## config.mk

```make
export PLATFORM = sky130hd
export DESIGN_NAME = mem_bist_engine
export DESIGN_NICKNAME = d
export VERILOG_FILES = /design/src/rtl/mbist_pkg.sv /design/src/rtl/mbist_errcnt.sv /design/src/rtl/mbist_patgen.sv /design/src/rtl/mbist_fsm.sv /design/src/rtl/mem_bist_engine.sv
export SDC_FILE = /design/constraint.sdc
export NUM_CORES = 1
export LEC_CHECK = 0
export ABC_AREA = 1
export ABC_CLOCK_PERIOD_IN_PS = 7050
export BUFFER_PORTS_ARGS = -buffer_cell sky130_fd_sc_hd__buf_2
export CORE_ASPECT_RATIO = 1.5
export CORE_MARGIN = 2
export CORE_UTILIZATION = 48
export DETAILED_ROUTE_END_ITERATION = 16
export MAX_ROUTING_LAYER = met4
export PLACE_DENSITY = 0.69
export SETUP_SLACK_MARGIN = 0.15
export SKIP_LAST_GASP = 1
export SYNTH_ARGS = -nofsm -noshare
export SYNTH_HDL_FRONTEND = slang
export SYNTH_SLANG_ARGS = --single-unit
```

## constraint.sdc

```tcl
create_clock -name clk -period 7.05 [get_ports clk]
set_input_delay 2.115 -clock clk [delete_from_list [all_inputs] [get_ports clk]]
set_output_delay 2.115 -clock clk [all_outputs]
set_load 0.1 [all_outputs]
```

## src/rtl/mbist_pkg.sv

```systemverilog
package mbist_pkg;

    typedef enum logic [3:0] {
        ST_IDLE,
        ST_BUS_WR, ST_BUS_RQ, ST_BUS_WT,
        ST_DAT_WR, ST_DAT_RQ, ST_DAT_WT,
        ST_ADR_WR, ST_ADR_RQ, ST_ADR_WT,
        ST_DONE
    } bist_state_e;

    localparam logic [31:0] TOGGLE_LO = 32'hAAAAAAAA;
    localparam logic [31:0] TOGGLE_HI = 32'h55555555;

    localparam logic [31:0] DGEN_MUL = 32'd1664525;
    localparam logic [31:0] DGEN_ADD = 32'd1013904223;
    localparam logic [15:0] AGEN_MUL = 16'd25173;
    localparam logic [15:0] AGEN_ADD = 16'd13849;

    function automatic logic [31:0] data_next(input logic [31:0] x);
        return DGEN_MUL * x + DGEN_ADD;
    endfunction

    function automatic logic [15:0] addr_next(input logic [15:0] x, input logic rnd);
        return rnd ? (AGEN_MUL * x + AGEN_ADD) : (x + 16'd1);
    endfunction

endpackage

```

## src/rtl/mbist_errcnt.sv

```systemverilog
module mbist_errcnt #(
    parameter int ERR_W = 20
) (
    input  logic             clk,
    input  logic             rst_n,
    input  logic             clr,
    input  logic             inc,
    output logic [ERR_W-1:0] cnt
);
    localparam logic [ERR_W-1:0] CNT_MAX = {ERR_W{1'b1}};

    always_ff @(posedge clk) begin
        if (!rst_n)             cnt <= '0;
        else if (clr)           cnt <= '0;
        else if (inc && cnt != CNT_MAX) cnt <= cnt + 1'b1;
    end

    // never wraps back to a smaller value without a clear
    p_no_wrap_r7: assert property (@(posedge clk) disable iff (!rst_n)
        !clr |=> cnt >= $past(cnt));

    // a full counter stays full
    p_hold_max_r7: assert property (@(posedge clk) disable iff (!rst_n)
        (cnt == CNT_MAX && !clr) |=> cnt == CNT_MAX);

endmodule

```

## src/rtl/mbist_patgen.sv

```systemverilog
module mbist_patgen (
    input  logic        clk,
    input  logic        rst_n,
    input  logic        load,
    input  logic        step,
    input  logic        rnd,
    output logic [31:0] dval,
    output logic [15:0] aval
);
    import mbist_pkg::*;

    logic [31:0] dstate;
    logic [15:0] astate;

    assign dval = data_next(dstate);
    assign aval = addr_next(astate, rnd);

    always_ff @(posedge clk) begin
        if (!rst_n || load) begin
            dstate <= '0;
            astate <= '0;
        end else if (step) begin
            dstate <= dval;
            astate <= aval;
        end
    end

endmodule

```

## src/rtl/mbist_fsm.sv

```systemverilog
module mbist_fsm #(
    parameter int BUS_WORDS  = 128,
    parameter int DATA_WORDS = 524288,
    parameter int ADDR_ITERS = 8192,
    parameter int IDX_W      = 20
) (
    input  logic                    clk,
    input  logic                    rst_n,
    input  logic                    start,
    input  logic                    rvalid,
    output mbist_pkg::bist_state_e  state,
    output logic [IDX_W-1:0]        idx,
    output logic                    hi_pat,
    output logic                    wr_o,
    output logic                    rd_o,
    output logic                    load_o,
    output logic                    step_o,
    output logic                    clr_o
);
    import mbist_pkg::*;

    localparam logic [IDX_W-1:0] BUS_LAST = IDX_W'(BUS_WORDS - 1);
    localparam logic [IDX_W-1:0] DAT_LAST = IDX_W'(DATA_WORDS - 1);
    localparam logic [IDX_W-1:0] ADR_LAST = IDX_W'(ADDR_ITERS - 1);

    bist_state_e      state_n;
    logic [IDX_W-1:0] idx_n;
    logic             hi_n;

    always_ff @(posedge clk) begin
        if (!rst_n) begin
            state  <= ST_IDLE;
            idx    <= '0;
            hi_pat <= 1'b0;
        end else begin
            state  <= state_n;
            idx    <= idx_n;
            hi_pat <= hi_n;
        end
    end

    always_comb begin
        state_n = state;
        idx_n   = idx;
        hi_n    = hi_pat;
        wr_o    = 1'b0;
        rd_o    = 1'b0;
        load_o  = 1'b0;
        step_o  = 1'b0;
        clr_o   = 1'b0;
        unique case (state)
            ST_IDLE, ST_DONE: begin
                if (start) begin
                    state_n = ST_BUS_WR;
                    idx_n   = '0;
                    hi_n    = 1'b0;
                    clr_o   = 1'b1;
                    load_o  = 1'b1;
                end
            end
            ST_BUS_WR: begin
                wr_o = 1'b1;
                if (idx == BUS_LAST) begin
                    state_n = ST_BUS_RQ;
                    idx_n   = '0;
                end else begin
                    idx_n = idx + 1'b1;
                end
            end
            ST_BUS_RQ: begin
                rd_o    = 1'b1;
                state_n = ST_BUS_WT;
            end
            ST_BUS_WT: begin
                if (rvalid) begin
                    if (idx != BUS_LAST) begin
                        idx_n   = idx + 1'b1;
                        state_n = ST_BUS_RQ;
                    end else if (!hi_pat) begin
                        idx_n   = '0;
                        hi_n    = 1'b1;
                        state_n = ST_BUS_WR;
                    end else begin
                        idx_n   = '0;
                        load_o  = 1'b1;
                        state_n = ST_DAT_WR;
                    end
                end
            end
            ST_DAT_WR: begin
                wr_o   = 1'b1;
                step_o = 1'b1;
                if (idx == DAT_LAST) begin
                    idx_n   = '0;
                    load_o  = 1'b1;
                    state_n = ST_DAT_RQ;
                end else begin
                    idx_n = idx + 1'b1;
                end
            end
            ST_DAT_RQ: begin
                rd_o    = 1'b1;
                state_n = ST_DAT_WT;
            end
            ST_DAT_WT: begin
                if (rvalid) begin
                    step_o = 1'b1;
                    if (idx == DAT_LAST) begin
                        idx_n   = '0;
                        load_o  = 1'b1;
                        state_n = ST_ADR_WR;
                    end else begin
                        idx_n   = idx + 1'b1;
                        state_n = ST_DAT_RQ;
                    end
                end
            end
            ST_ADR_WR: begin
                wr_o   = 1'b1;
                step_o = 1'b1;
                if (idx == ADR_LAST) begin
                    idx_n   = '0;
                    load_o  = 1'b1;
                    state_n = ST_ADR_RQ;
                end else begin
                    idx_n = idx + 1'b1;
                end
            end
            ST_ADR_RQ: begin
                rd_o    = 1'b1;
                state_n = ST_ADR_WT;
            end
            ST_ADR_WT: begin
                if (rvalid) begin
                    step_o = 1'b1;
                    if (idx == ADR_LAST) begin
                        idx_n   = '0;
                        state_n = ST_DONE;
                    end else begin
                        idx_n   = idx + 1'b1;
                        state_n = ST_ADR_RQ;
                    end
                end
            end
            default: state_n = ST_IDLE;
        endcase
    end

    // the data phase is only entered from the end of the bus phase
    p_phase_order_r10: assert property (@(posedge clk) disable iff (!rst_n)
        (state == ST_DAT_WR && $past(state) != ST_DAT_WR) |-> $past(state) == ST_BUS_WT);

    // the address phase is only entered from the end of the data phase
    p_addr_after_data_r10: assert property (@(posedge clk) disable iff (!rst_n)
        (state == ST_ADR_WR && $past(state) != ST_ADR_WR) |-> $past(state) == ST_DAT_WT);

endmodule

```

## src/rtl/mem_bist_engine.sv

```systemverilog
module mem_bist_engine #(
    parameter int ADDR_W     = 22,
    parameter int BUS_WORDS  = 128,
    parameter int DATA_WORDS = 524288,
    parameter int ADDR_ITERS = 8192,
    parameter int ERR_W      = 20
) (
    input  logic              clk,
    input  logic              rst_n,
    input  logic              start,
    input  logic              addr_rand,
    output logic [ADDR_W-1:0] mem_addr,
    output logic [31:0]       mem_wdata,
    output logic              mem_we,
    output logic              mem_re,
    input  logic [31:0]       mem_rdata,
    input  logic              mem_rvalid,
    output logic              done,
    output logic              pass,
    output logic [ERR_W-1:0]  err_bus,
    output logic [ERR_W-1:0]  err_data,
    output logic [ERR_W-1:0]  err_addr
);
    import mbist_pkg::*;

    localparam int MAX_WORDS = (DATA_WORDS > BUS_WORDS)
                             ? ((DATA_WORDS > ADDR_ITERS) ? DATA_WORDS : ADDR_ITERS)
                             : ((BUS_WORDS > ADDR_ITERS) ? BUS_WORDS : ADDR_ITERS);
    localparam int IDX_W     = $clog2(MAX_WORDS + 1);
    localparam int NUM_PH    = 3;

    bist_state_e      state;
    logic [IDX_W-1:0] idx;
    logic             hi_pat, wr, rd, gen_load, gen_step, cnt_clr;
    logic             rnd_mode;
    logic [31:0]      dval;
    logic [15:0]      aval;
    logic [31:0]      expect_w;
    logic             miss;
    logic [NUM_PH-1:0]    ph_inc;
    logic [ERR_W-1:0]     cnt_arr [NUM_PH];

    mbist_fsm #(
        .BUS_WORDS (BUS_WORDS),
        .DATA_WORDS(DATA_WORDS),
        .ADDR_ITERS(ADDR_ITERS),
        .IDX_W     (IDX_W)
    ) u_fsm (
        .clk   (clk),
        .rst_n (rst_n),
        .start (start),
        .rvalid(mem_rvalid),
        .state (state),
        .idx   (idx),
        .hi_pat(hi_pat),
        .wr_o  (wr),
        .rd_o  (rd),
        .load_o(gen_load),
        .step_o(gen_step),
        .clr_o (cnt_clr)
    );

    always_ff @(posedge clk) begin
        if (!rst_n)       rnd_mode <= 1'b0;
        else if (cnt_clr) rnd_mode <= addr_rand;
    end

    mbist_patgen u_gen (
        .clk  (clk),
        .rst_n(rst_n),
        .load (gen_load),
        .step (gen_step),
        .rnd  (rnd_mode),
        .dval (dval),
        .aval (aval)
    );

    always_comb begin
        mem_addr = '0;
        expect_w = '0;
        unique case (state)
            ST_BUS_WR, ST_BUS_RQ, ST_BUS_WT: begin
                mem_addr = ADDR_W'(idx);
                expect_w = hi_pat ? TOGGLE_HI : TOGGLE_LO;
            end
            ST_DAT_WR, ST_DAT_RQ, ST_DAT_WT: begin
                mem_addr = ADDR_W'(idx);
                expect_w = dval;
            end
            ST_ADR_WR, ST_ADR_RQ, ST_ADR_WT: begin
                mem_addr = ADDR_W'(aval);
                expect_w = 32'(idx);
            end
            default: begin
                mem_addr = '0;
                expect_w = '0;
            end
        endcase
    end

    assign mem_we    = wr;
    assign mem_re    = rd;
    assign mem_wdata = wr ? expect_w : '0;

    assign miss = (state == ST_ADR_WT) ? (mem_rdata[15:0] != expect_w[15:0])
                                       : (mem_rdata != expect_w);

    assign ph_inc[0] = (state == ST_BUS_WT) && mem_rvalid && miss;
    assign ph_inc[1] = (state == ST_DAT_WT) && mem_rvalid && miss;
    assign ph_inc[2] = (state == ST_ADR_WT) && mem_rvalid && miss;

    for (genvar g = 0; g < NUM_PH; g++) begin : g_cnt
        mbist_errcnt #(.ERR_W(ERR_W)) u_cnt (
            .clk  (clk),
            .rst_n(rst_n),
            .clr  (cnt_clr),
            .inc  (ph_inc[g]),
            .cnt  (cnt_arr[g])
        );
    end

    assign err_bus  = cnt_arr[0];
    assign err_data = cnt_arr[1];
    assign err_addr = cnt_arr[2];
    assign done     = (state == ST_DONE);
    assign pass     = done && (err_bus == '0) && (err_data == '0) && (err_addr == '0);

    // results stay frozen after completion until a new start
    p_done_hold_r1: assert property (@(posedge clk) disable iff (!rst_n)
        (done && !start) |=> (done && $stable(err_bus) && $stable(err_data) && $stable(err_addr)));

    // a start pulse launches a run with cleared counts
    p_start_clears_r1: assert property (@(posedge clk) disable iff (!rst_n)
        ((state == ST_IDLE || done) && start) |=> (!done && err_bus == '0 && err_data == '0 && err_addr == '0));

    // bus phase accesses stay in the toggle window
    p_bus_range_r3: assert property (@(posedge clk) disable iff (!rst_n)
        ((mem_we || mem_re) && state inside {ST_BUS_WR, ST_BUS_RQ}) |-> (mem_addr < ADDR_W'(BUS_WORDS)));

    // a read waiting for data blocks any new access
    p_one_outstanding_r2: assert property (@(posedge clk) disable iff (!rst_n)
        (state inside {ST_BUS_WT, ST_DAT_WT, ST_ADR_WT} && !mem_rvalid) |=> !(mem_re || mem_we));

endmodule

```

Yosys cells after proc, flatten, opt, wreduce, memory -nomap -nowiden
Index checks and enable logic that the tools add are counted.

Logic and storage cells: 123. Register bits: 134. Bits of input ports: 37. Output and inout bits: 118.

Multipliers: 2. Reductions and logical operators: 33. Add/sub/neg operators: 7. Bitwise logic cells: 1. Multiplexer cells: 44. Equality and inequality tests: 27.

Operators with widths (count): $mux W20 (8); $pmux W20 S7 (1); $pmux W32 S3 (1); $add A20 B1 Y20 const B (4); $mux W32 (2); $logic_not A20 Y1 (3); $ne A20 B20 Y1 const B (3); $pmux W20 S2 (1); $pmux W4 S10 (1); $add A32 B30 Y32 const B (1); $mul A21 B32 Y32 const A (1); $mux W4 (8); $ne A32 B32 Y1 (1); $eq A20 B13 Y1 const B (1); $eq A20 B19 Y1 const B (1); $eq A20 B7 Y1 const B (1); $ne A20 B7 Y1 const B (1); $add A16 B1 Y16 const B (1); $add A16 B14 Y16 const B (1); $eq A4 B3 Y1 const B (4); $mul A15 B16 Y16 const A (1); $mux W16 (1); $ne A16 B16 Y1 (1); $mux W1 (15); other kinds (22) (51).

Logic depth before layout (Yosys ltp)
Depth after elaboration: 7. Mapped depth: 38. Mapped depth without buffers: 37.

Cells and area by module
A second synthesis with hierarchy kept.

Cells, all modules: 2887. Area, all modules: 19666.4 um^2.

Modules (own cells, without submodules): mbist_patgen (area an instance 11971.5 um^2, seq. area each 960.9 um^2, times used 1, cells an instance 1555); mbist_errcnt (area an instance 1244.9 um^2, seq. area each 400.4 um^2, times used 3, cells an instance 190); mbist_fsm (area an instance 2092.0 um^2, seq. area each 500.5 um^2, times used 1, cells an instance 363); mem_bist_engine (area an instance 1868.0 um^2, seq. area each 20.0 um^2, times used 1, cells an instance 399).

Least setup slack after synthesis
Ideal clock, no wire load.

Path kind: flip-flop to output port. Start: register u_gen.dstate[7]. End: output port mem_wdata[28]. Setup slack: -1.900 ns. Path buffers: 0. Data required time: 4.935 ns. Cell stages (with the launch flop): 22. Arrival time: 6.835 ns. Cell sequence: dfxtp_1 inv_1 ha_1 inv_1 fa_1 inv_1 fa_1 fa_1 fa_1 inv_1 fa_1 inv_1 fa_1 inv_1 ha_1 nand2_1 nor2_1 nand2_1 or2_2 nand4_1 nand3_1 a21oi_1.

Word-level cells in the longest chain between the ends: 4.

RTL lines: start, declared (RTL line mbist_patgen.sv:12) `logic [31:0] dstate;`; start signal, assigned (RTL line mbist_patgen.sv:23) `dstate <= dval;`; $mul A21 B32 Y32 (RTL line mbist_pkg.sv:20) `return DGEN_MUL * x + DGEN_ADD;`; $add A32 B30 Y32 (RTL line mbist_pkg.sv:20); $pmux W32 S3 (RTL line mem_bist_engine.sv:81) `unique case (state)`; $mux W32 (RTL line mem_bist_engine.sv:103) `assign mem_wdata = wr ? expect_w : '0;`; end, declared (RTL line mem_bist_engine.sv:13) `output logic [31:0] mem_wdata,`.

Every way passes these cells.

Worst setup path in the final report
Start: register u_gen.dstate[2]. End: output port mem_wdata[24].

The elaborated chain is that of the path after synthesis.

==> metrics.yaml <==
die:
  num_io_pins: 155
  start_util_pct: 48.6
  dieWidth_um: 163
  dieArea_um2: 39500
  die_h_um: 242
  core_um2: 37400
  rows: 87
place:
  hpwl_mm: 52.0
  gp_congestion: 1.02
  place_inst: 3317
  placed_cell_area_um2: 22200
  port_buffers: 152
  pre_cts_ws_ns: -0.655
critical_path:
  crit_arrival_ns: 5.98
  reg2regPathDepth: 35
  slowest_stage: "fa_1"
  worst-path-buf-inv: 7
  reg2reg_slack_ns: 0.36
  end_kind: "primary output"
  worstPathMaxFanout: 4
  critPathKind: "reg -> out"
  slowest_delay_ns: 0.53
  timing.rr.start: "u_gen.dstate[3]"
  crit_chain: "inv_4 -> ha_4 -> inv_2 -> fa_1 -> fa_1 -> inv_2 -> fa_1 -> inv_1 -> fa_1 -> fa_1 -> inv_1 -> fa_1 -> inv_2 -> ha_4 -> a21oi_2 -> o21ai_0 -> a21oi_1 -> nand3_1 -> nand2_1 -> nand3_1 -> a21oi_4 -> buf_12"
  crit_family: "adder cells"
  cpMostUsedCell: "fa_1"
  crit_required_ns: 4.93
  startpoint_type: "flop"
  r2r-end: "g_cnt[1].u_cnt.cnt[1]"
yosys:
  syn_area_um2: 18200
  synth_fa_ha_area_share_pct: 33.7
  synth_edf_count: 0
  yosys-top-cells-area: "fa_1 (18%), ha_1 (15%), dfxtp_1 (15%), inv_1 (11%), nand2_1 (9.7%)"
  synth-seq-cells: 134
  synth-compound-area-share_pct: 10.2
  synthSimpleGateAreaFrac_pct: 22.8
  yosys.area.top_type: "fa_1"
  yosysSeqAreaShare_pct: 14.7
  synth_ff_type: "dfxtp_1"
  synth_common_cells: "inv_1 (540), nand2_1 (471), ha_1 (222)"
  synthArstFlopShare_pct: 0
  syn_inst: 2550
  yosysWarnings: 0
  synth_top_family_by_area: "adder cells"
  synth.area.mux_share_pct: 0
  yosysTopAreaCellShare_pct: 18.4
  syn_area_per_cell_um2: 7.13
  synthDistinctLibCells: 53
  synth_xor_area_share_pct: 5.54
  synth.most_common_cell: "inv_1"
global_routing:
  grt_pass1_wl_mm: 102
  antenna_found_initial: 3
  grt.overflow.total: 0
  grt_pass1_vias: 19000
  grt_max_degree: 60
  grt_use_total_pct: 34.4
sta:
  fmaxAchievable_mhz: 124
  fin_ws_ns: -1.04
  maxSlewHeadroom_pct: 35.6
  period_share_pct: 115
  finalSetupViolCount: 27
  hold_violations: 0
  worst_slew_pin_slew_ns: 0.959
  fin_skew_ns: 0.0178
  slew_viol_final: 0
  fin_crit_ns: 8.09
  rsz0062_at_grt: "yes"
hold_path:
  holdPathStages: 2
  hold_start: "u_fsm.idx[17]"
  hold_path_end: "u_fsm.idx[17]"
  timing.hold.worst.class: "reg -> reg"
clocking:
  clock_sinks: 134
  path_clk_slew_ns: 0.07
  clock_path_buffers: 2
  cts_buffers: 17
  cts_tree: "yes"
  postCtsHoldBufs: 0
  clk_latency_ns: 0.47
  cts-root-buf: "clkbuf_16"
  h-tree-depth: 4
drt:
  routed_wl_mm: 66.6
  drtPass1Iterations: 6
  drc: 0
  drt_iter0_drc: 1241
  ant_nets: 0
  wire_per_inst_um: 19.4
  viasPerCell: 5.46
  vias: 18800
power_and_ir_drop:
  pwr-share-clk_pct: 32.0
  ir_worst_vdd_v: 0.000200
  netSwitchingPower_mw: 1.50
  netSwitchingFraction_pct: 47.3
  seqPwrFrac_pct: 24.9
  power_frac_comb_pct: 43.1
  p_int_mw: 1.67
  p_leak_nw: 11.7
  cellPowerDensity_nw_per_um2: 127
layout:
  finalInstanceArea_um2: 25000
  syn2layout_area_growth_pct: 37.3
  drive_above_1_share_pct: 30.0
  layout.nets: 3356
  stdcell_count: 3436
flow_run:
  maxCapViolCount: 0
outcome:
  outcome: "complete, but fails checks"
  violations: "setup timing"
[layer usage]
metal	share of wire (%)	routed length, um	track usage (%)
met5	0	0	-
met4	7.0	4690	22.2
met3	5.0	3320	4.57
met2	52	34700	59.7
met1	36	23900	36.4
[layout make-up]
class / instances / area, um^2
Multi-Input combinational cell: 1800 / 15400
Fill cell: 3184 / 12500
Timing Repair Buffer: 422 / 3460
Sequential cell: 134 / 2750
Inverter: 555 / 2110
Tap cell: 489 / 612
Clock buffer: 17 / 425
Clock inverter: 15 / 199
Antenna cell: 4 / 10.0
[flip-flops by register name (all words and copies together), names as in the netlist]
register and cells:
u_fsm.idx 20, g_cnt.u_cnt.cnt 60, u_gen.dstate 32, u_gen.astate 16, u_fsm.state 4, u_fsm.hi_pat 1, rnd_mode 1
[cells in the final DEF, fill, tap and decap left out, types with 12 or more instances in the layout]
cell and count:
a21oi_1 143, a21oi_2 32, nor2_4 24, o21ai_2 15, inv_1 475, ha_4 61, inv_2 63, nand3_2 18
dfxtp_1 113, nor3_1 31, nor2_2 22, nor2_1 156, fa_1 154, buf_2 119, clkbuf_16 20, a21oi_4 24
nor4_1 30, xnor2_1 36, o21ai_0 49, fa_2 13, buf_6 27, buf_4 239, nand2_4 22, inv_4 12
nand2_2 31, nand3_1 124, a211oi_1 15, dfxtp_4 15, nand4_1 49, buf_12 33, nand2_1 419, xor2_1 67
ha_1 151
[power by group through the flow]
stage | sequential (mW) | combinational, mW | clock, mW
final | 0.788 | 1.37 | 1.01
after global routing | 0.789 | 1.45 | 1.04
after CTS | 0.786 | 1.34 | 1.01
after detailed placement | 0.804 | 1.30 | 0
after global placement | 0.804 | 1.29 | 0
after floorplan | 0.795 | 0.943 | 0
[worst reg2reg max path, delay by kind of cell (launching register included)]
family | cells | cell delay (ns)
compound gates | 1 | 0.15
fa+ha+maj | 8 | 3.63
buf+inv | 8 | 0.64
flops | 1 | 0.38
simple gates | 18 | 1.81
[timing repair]
item	in CTS	in global routing
buffers inserted	49	30
setup endpoints to repair	33	73
gates resized for setup	226	120
gates cloned	0	4
endpoints found under the hold margin	0	0
pin swaps	154	115
[stage by stage]
step	utilization [%]	power (mW)	hold slack (ns)	setup TNS, ns
2_1_floorplan	-	1.74	0.466	-4.45
4_1_cts	64.5	3.14	0.500	-16.50
3_3_place_gp	59.3	2.09	0.485	-6.80
3_5_place_dp	59.3	2.10	0.488	-7.43
6_report	66.7	3.17	0.497	-17.73
5_1_grt	66.7	3.28	0.518	-21.96
[worst max-delay path by stage]
stage                          start            end  slack, ns  cells past startpoint
floorplan           u_gen.dstate[10]  mem_wdata[31]      -0.47                     24
global placement     u_gen.dstate[3]  mem_wdata[25]      -0.63                     19
detailed placement   u_gen.dstate[3]  mem_wdata[25]      -0.66                     19
CTS                  u_gen.dstate[6]  mem_wdata[29]      -1.03                     23
global route         u_gen.dstate[1]  mem_wdata[31]      -1.23                     26
finish               u_gen.dstate[2]  mem_wdata[24]      -1.04                     22
[logic make-up (layout without fill, tap and decap cells)]
kind of cell    after synthesis  after routing
buf+inv                     617           1009
fa+ha+maj                   389            389
flops                       134            134
simple gates                962            962
other cells                   1              6
compound gates              332            332
xor+xnor                    115            115
No activity file was read; power rests on OpenSTA's default activity.
